--- src/rtl/tp_pkg.sv ---
package tp_pkg;
    localparam int NCHAN_DEF = 16;
    localparam int NSAMP_DEF = 32;
endpackage

--- src/rtl/tp_lowbit.sv ---
module tp_lowbit #(
    parameter int W = 16
) (
    input  logic [W-1:0] vec,
    output logic [W-1:0] pick
);
    // seen[i] is high when any bit below i is set
    logic [W-1:0] seen;
    assign seen[0] = 1'b0;
    for (genvar i = 0; i < W; i++) begin : g_bit
        assign pick[i] = vec[i] & ~seen[i];
        if (i < W - 1) begin : g_chain
            assign seen[i+1] = seen[i] | vec[i];
        end
    end
endmodule

--- src/rtl/tp_store.sv ---
module tp_store #(
    parameter int NCHAN = 16,
    parameter int NSAMP = 32,
    localparam int IW = $clog2(NSAMP)
) (
    input  logic             clk,
    input  logic             rst_n,
    input  logic             wr_en,
    input  logic             clr,
    input  logic [NCHAN-1:0] sel,
    input  logic [NSAMP-1:0] word,
    input  logic [IW-1:0]    rd_idx,
    output logic [NCHAN-1:0] rd_data
);
    logic [NCHAN-1:0] lane_d [NSAMP];
    logic [NCHAN-1:0] lane_q [NSAMP];

    // one lane per sample time; sample k comes from word bit NSAMP-1-k
    for (genvar k = 0; k < NSAMP; k++) begin : g_lane
        always_comb begin
            lane_d[k] = lane_q[k];
            if (wr_en) begin
                lane_d[k] = (clr ? '0 : lane_q[k]) | (word[NSAMP-1-k] ? sel : '0);
            end
        end
        always_ff @(posedge clk) begin
            if (!rst_n) lane_q[k] <= '0;
            else        lane_q[k] <= lane_d[k];
        end
    end

    assign rd_data = lane_q[rd_idx];
endmodule

--- src/rtl/batch_transposer.sv ---
module batch_transposer #(
    parameter int NCHAN = tp_pkg::NCHAN_DEF,
    parameter int NSAMP = tp_pkg::NSAMP_DEF
) (
    input  logic             clk,
    input  logic             rst_n,
    input  logic [NCHAN-1:0] cfg_mask,
    input  logic             in_valid,
    output logic             in_ready,
    input  logic [NSAMP-1:0] in_word,
    output logic             out_valid,
    input  logic             out_ready,
    output logic [NCHAN-1:0] out_word,
    output logic             out_last
);
    localparam int IW = $clog2(NSAMP);
    localparam logic [IW-1:0] LAST_IDX = IW'(NSAMP - 1);

    typedef struct packed {
        logic [NCHAN-1:0] mask;
        logic [NCHAN-1:0] rem;
        logic             busy;
        logic             drain;
        logic [IW-1:0]    idx;
    } ctl_t;

    ctl_t ctl_d, ctl_q;
    logic [NCHAN-1:0] cur;
    logic [NCHAN-1:0] rem_next;
    logic idle, take, give;

    tp_lowbit #(.W(NCHAN)) u_pick (
        .vec  (ctl_q.rem),
        .pick (cur)
    );

    assign idle     = !ctl_q.busy && !ctl_q.drain;
    assign in_ready = !ctl_q.drain && (ctl_q.busy || (ctl_q.mask != '0));
    assign take     = in_valid && in_ready;
    assign give     = ctl_q.drain && out_ready;
    assign rem_next = ctl_q.rem & ~cur;

    always_comb begin
        ctl_d = ctl_q;
        if (idle && !take) begin
            ctl_d.mask = cfg_mask;
            ctl_d.rem  = cfg_mask;
        end
        if (take) begin
            ctl_d.rem = rem_next;
            if (rem_next == '0) begin
                ctl_d.busy  = 1'b0;
                ctl_d.drain = 1'b1;
                ctl_d.idx   = '0;
            end else begin
                ctl_d.busy = 1'b1;
            end
        end
        if (give) begin
            ctl_d.idx = ctl_q.idx + 1'b1;
            if (ctl_q.idx == LAST_IDX) begin
                ctl_d.drain = 1'b0;
                ctl_d.rem   = ctl_q.mask;
            end
        end
    end

    always_ff @(posedge clk) begin
        if (!rst_n) ctl_q <= '0;
        else        ctl_q <= ctl_d;
    end

    tp_store #(.NCHAN(NCHAN), .NSAMP(NSAMP)) u_store (
        .clk     (clk),
        .rst_n   (rst_n),
        .wr_en   (take),
        .clr     (!ctl_q.busy),
        .sel     (cur),
        .word    (in_word),
        .rd_idx  (ctl_q.idx),
        .rd_data (out_word)
    );

    assign out_valid = ctl_q.drain;
    assign out_last  = ctl_q.drain && (ctl_q.idx == LAST_IDX);

    AST_PICK_SINGLE: assert property (@(posedge clk) disable iff (!rst_n)
        take |-> ($countones(cur) == 1));
    AST_DISABLED_LOW: assert property (@(posedge clk) disable iff (!rst_n)
        out_valid |-> ((out_word & ~ctl_q.mask) == '0));
    AST_RELEASE_AFTER_TAKE: assert property (@(posedge clk) disable iff (!rst_n)
        $rose(out_valid) |-> $past(take));
    AST_MASK_FROZEN: assert property (@(posedge clk) disable iff (!rst_n)
        (ctl_q.busy || ctl_q.drain) |=> $stable(ctl_q.mask));
    AST_ZERO_NO_TAKE: assert property (@(posedge clk) disable iff (!rst_n)
        (idle && ctl_q.mask == '0) |-> !in_ready);
    AST_STALL_IN_DRAIN: assert property (@(posedge clk) disable iff (!rst_n)
        out_valid |-> !in_ready);
    AST_OUT_HOLD: assert property (@(posedge clk) disable iff (!rst_n)
        (out_valid && !out_ready) |=> (out_valid && $stable(out_word) && $stable(out_last)));
endmodule

--- config.mk ---
export PLATFORM = sky130hd
export DESIGN_NAME = batch_transposer
export DESIGN_NICKNAME = d
export VERILOG_FILES = /design/src/rtl/tp_pkg.sv /design/src/rtl/tp_lowbit.sv /design/src/rtl/tp_store.sv /design/src/rtl/batch_transposer.sv
export SDC_FILE = /design/constraint.sdc
export NUM_CORES = 1
export LEC_CHECK = 0
export ABC_AREA = 0
export BUFFER_PORTS_ARGS = -buffer_cell sky130_fd_sc_hd__buf_2
export CAP_MARGIN = 20
export CORE_ASPECT_RATIO = 1.25
export CORE_MARGIN = 2
export CORE_UTILIZATION = 60
export DETAILED_ROUTE_END_ITERATION = 16
export GPL_TIMING_DRIVEN = 0
export PLACE_DENSITY_LB_ADDON = 0.15
export SYNTH_ARGS = -nofsm -noshare
export SYNTH_HDL_FRONTEND = slang
export SYNTH_SLANG_ARGS = --single-unit
--- constraint.sdc ---
create_clock -name clk -period 7.7 [get_ports clk]
set_clock_uncertainty 0.05 [all_clocks]
set_input_delay 2.31 -clock clk [delete_from_list [all_inputs] [get_ports clk]]
set_output_delay 2.31 -clock clk [all_outputs]
set_load 0.01 [all_outputs]
After elaboration in Yosys (flattened, before gate mapping)
Memories as Yosys holds them, arrays and structs flattened. A register that Yosys moved wholly into a read port is not among the register bits.
Cells that the tools add are included.
{"block": "classes", "n_reduce_logical": 15, "n_mux": 140, "addsub": 1, "n_bitwise": 110, "eq_ne": 1}
{"op": "two-way mux 16 bit", "n": 131}
{"op": "OR 16 bit", "n": 32}
{"op": "OR 1 bit", "n": 46}
{"op": "two-way mux 23 bit", "n": 1}
{"op": "bitwise AND 16 bit", "n": 1}
{"op": "logical NOT 16 bit", "n": 1}
{"op": "inverter 16 bit", "n": 1}
{"op": "nonzero test 16 bit", "n": 1}
{"op": "bitwise AND 1 bit", "n": 15}
{"op": "inverter 1 bit", "n": 15}
{"op": "two-way mux 6 bit", "n": 2}
{"op": "two-way mux 5 bit", "n": 2}
{"op": "logical AND 1 bit", "n": 6}
{"op": "adder 5 x 1 -> 5 bit, second input constant", "n": 1}
{"op": "== test 5 bit, second input constant", "n": 1}
{"op": "two-way mux 1 bit", "n": 4}
{"op": "nonzero test 2 bit", "n": 2}
{"op": "logical NOT 1 bit", "n": 3}
{"op": "AND reduction 2 bit", "n": 1}
{"op": "logical OR 1 bit", "n": 1}
{"block": "totals", "register_bits": 39, "n_memories": 1, "mem_bits_rw": 512, "input_bits": 52, "out_inout_bits": 19}
{"name": "u_store.lane_q", "words": 32, "word_bits": 16, "read_ports": 33, "rd_ports_with_merged_regs": 1, "wr": 32, "line_no": "tp_store.sv:16", "source": "logic [NCHAN-1:0] lane_q [NSAMP];"}

Longest topological paths before layout
{"block": "depth", "ltp_word": 25, "mapped_depth": 9, "depth_no_buf": 7}

Modules after synthesis
Synthesis repeated with hierarchy kept, for this count alone.
{"block": "hier_totals", "cells_unflattened": 2657, "hier_area_um2": 25381.8}
{"mod": "tp_store", "area_per_inst_um2": 23019.6, "cells_per_inst": 2364, "instances": 1, "seq_area_each_um2": 10249.8}
{"mod": "batch_transposer", "area_per_inst_um2": 2103.3, "cells_per_inst": 262, "instances": 1, "seq_area_each_um2": 780.7}
{"mod": "tp_lowbit", "area_per_inst_um2": 259.0, "cells_per_inst": 31, "instances": 1, "seq_area_each_um2": 0.0}

Worst setup path before layout
OpenSTA, ideal clock, no wires.
{"block": "synth_timing", "kind": "reg-to-output", "startpoint": "register with a tool-made name", "endpoint": "output out_word[0]", "setup_slack_ps": 3255, "stages_incl_launch_ff": 6, "n_path_buf": 2, "t_arrival_ps": 2085, "cell_sequence": "dfxtp_1 -> clkbuf_1 -> clkbuf_1 -> mux4_2 -> mux4_2 -> mux2_2"}
{"element": "end: declaration", "line_no": "batch_transposer.sv:13", "source": "output logic [NCHAN-1:0] out_word,"}

==> metrics.cfg <==
[synth]
synth_cells=2332
yosysWarnings=0
synth_top_flop_cell=dfxtp_1
synth_nets=2386
seq_area_frac_synth_pct=43.5
post_synth.cell_area_avg_sq_um=11.0
synth_edf_count=0
synth_cell_type_count=51
ys_seq_elements=556
syn_area_sq_um=25600
async_reset_ff_share_pct=0

[clocking]
cts_resized=0
clockRootBuffer=clkbuf_16
cts_tree=done
cts_setup_buffers=0
clk_pin_slew_worst_paths_ns=0.07
ctsHoldBuffers=0
cts_buffers=54
h-tree-depth=2
cts_buffer_depth=3
cts.sinks=556
clkLatencyLatePin_ns=0.62

[critical_path]
cp_max_fo=10
crit_path_end=out_word[9]
path_class=reg2out
start_kind=register
crit_arrival_ns=4.04
reg2reg_slack_ns=4.65
r2r_cells=7
crit_required_ns=5.34
r2r-end=u_store.lane_q[16][6]
r2r-start=ctl_q[9]
endpoint_kind=output port

[sta]
tightest_slew_ns=1.01
layout_setup_ws_ns=1.30
max_freq_mhz=156
post-route-min-period_ns=6.40
relSlewSlack_pct=32.7
finalMaxSlewViolations=0
hold_ws_ns=0.460
fin_crit_sh_pct=83.1
setup_viol=0
finalSetupTns_ns=0
hold_viol=0
rsz0062_at_grt=false

[power_and_ir_drop]
peakVddDrop_v=0.000311
power.leakage_nw=8.93
p_total_mw=9.05
pwr_density_cell_nw_per_um2=318

[floorplan]
rows=84
initial_core_util_pct=60.9
io_pins=71
dieArea_sq_um=44300
core_sq_um=42000
fp.dieW_um=189
die_h_um=235

[placed_design]
pre_cts_ws_ns=1.97
dp_hpwl_um=64900
portBuffers=37
gp_congestion=0.989

[global_routing]
grt_pass1_wl_um=133000
track_usage_pct=39.6
grt_max_degree=16
antenna_found_initial=2
overflow=0
grt_pass1_vias=21000

[drt]
drtAntennaViolNets=0
vias_per_cell=7.21
drt-pass1-iter-count=9
drc_errors=0
vias=21900
wl_um=89300
drtIter0Drc=2871
wl_per_cell_um=29.5

[hold_path]
hp-class=reg2reg
whs_path_depth=2

[flow_run]
max_cap_viol_count=0

[cells_and_area]
syn2layout_area_growth_pct=11.2
layout_common_cells=dfxtp_1 (556), nor2b_1 (514), a32oi_1 (513), clkbuf_1 (200), buf_2 (173)
fillers=3267
drive_above_1_share_pct=18.9
layout.nets=2482
layout_commonest_cell=dfxtp_1

[outcome]
outcome=completed

-- how the worst min path moves through the flow --
| stage | startpoint | to | slack (ns) |
|---|---|---|---|
| detailed placement | u_store.lane_q[18][8] | u_store.lane_q[18][8] | 0.44 |
| floorplan | ctl_q[23] | ctl_q[7] | 0.41 |
| finish | u_store.lane_q[7][4] | u_store.lane_q[7][4] | 0.46 |
| global route | u_store.lane_q[15][9] | u_store.lane_q[15][9] | 0.47 |
| CTS | ctl_q[37] | ctl_q[37] | 0.45 |
| global placement | ctl_q[25] | ctl_q[25] | 0.42 |
-- cell families (layout without fill, tap and decap cells) --
family,after synthesis,count (layout),synth area share [%]
buf+inv,356,495,6.02
xor+xnor,1,1,0.0342
flops,556,556,43.5
simple gates,618,618,14.9
fa+ha+maj,4,4,0.176
compound gates,609,609,20.1
mux,188,188,15.3
other cells,0,2,0
-- report_power, final --
part           switching (mW)  internal, mW
registers               0.165          3.08
clock network            1.20          1.74
logic                    2.05         0.806
-- cell usage after synthesis (2+ instances only) --
| cell type | number | area share [%] |
|---|---|---|
| clkbuf_1 | 197 | 2.9 |
| and2_1 | 2 | 0.049 |
| inv_1 | 5 | 0.073 |
| a32oi_1 | 513 | 18 |
| buf_4 | 9 | 0.26 |
| o211ai_1 | 3 | 0.088 |
| nor4_4 | 3 | 0.25 |
| a21oi_1 | 6 | 0.12 |
| or3_1 | 2 | 0.049 |
| nor4_1 | 3 | 0.073 |
| dfxtp_1 | 556 | 43 |
| mux4_2 | 160 | 14 |
| nand3_1 | 28 | 0.55 |
| a221oi_1 | 12 | 0.41 |
| mux2_2 | 16 | 0.70 |
| maj3_1 | 2 | 0.078 |
| o21ai_0 | 40 | 0.78 |
| nor3_1 | 3 | 0.059 |
| a31oi_1 | 4 | 0.098 |
| or3_4 | 2 | 0.088 |
| ha_1 | 2 | 0.098 |
| nor3b_1 | 4 | 0.12 |
| o221ai_1 | 2 | 0.068 |
| o31a_1 | 3 | 0.10 |
| nand2_1 | 25 | 0.37 |
| nor2_1 | 12 | 0.18 |
| nor2b_1 | 514 | 13 |
| and3_1 | 11 | 0.27 |
| a21boi_0 | 17 | 0.50 |
| buf_2 | 136 | 2.7 |
| buf_1 | 9 | 0.13 |
| mux2i_1 | 12 | 0.47 |
-- per-layer routing --
metal	share of wire (%)	global-route usage, %	up-vias
met4	8.0	28.8	2
met2	46	62.8	1468
met5	0.015	0	-
met1	37	49.3	10800
met3	9.2	5.62	311
li1	-	-	9250
-- flip-flops by register name, indices dropped and copies added, names as in the netlist, named ones only --
signal,cells
out_valid,1
ctl_q,38
u_store.lane_q,512
-- area by class of cell --
cell class	instances	area, sq um	share of cell area [%]
clock buffer	69	1540	5.41
inverter	5	18.8	0.0659
timing repair buffer	40	215	0.756
antenna	2	5.00	0.0176
sequential	556	11100	39.1
multi-input combinational	1420	12900	45.4
tap	559	699	2.46
clock inverter	30	413	1.45
buffer	351	1520	5.35
-- through the flow --
| step | cell area, sq um | util [%] | instances |
|---|---|---|---|
| after floorplan | 25600 | - | 2332 |
| after global placement | 26500 | 63.0 | 2928 |
| after detailed placement | 26500 | 63.0 | 2930 |
| after CTS | 28400 | 67.7 | 3029 |
| after global routing | 28500 | 67.7 | 3030 |
| final | 28500 | 67.7 | 3032 |
-- critical path: stages, from the launching register on --
cell      delay [ns]
dfxtp_1         0.33
clkbuf_1        0.74
clkbuf_1        0.82
mux4_2          0.48
mux4_2          0.58
mux2_2          0.31
buf_2           0.14
Note: power is estimated with default switching activity, not from simulation.
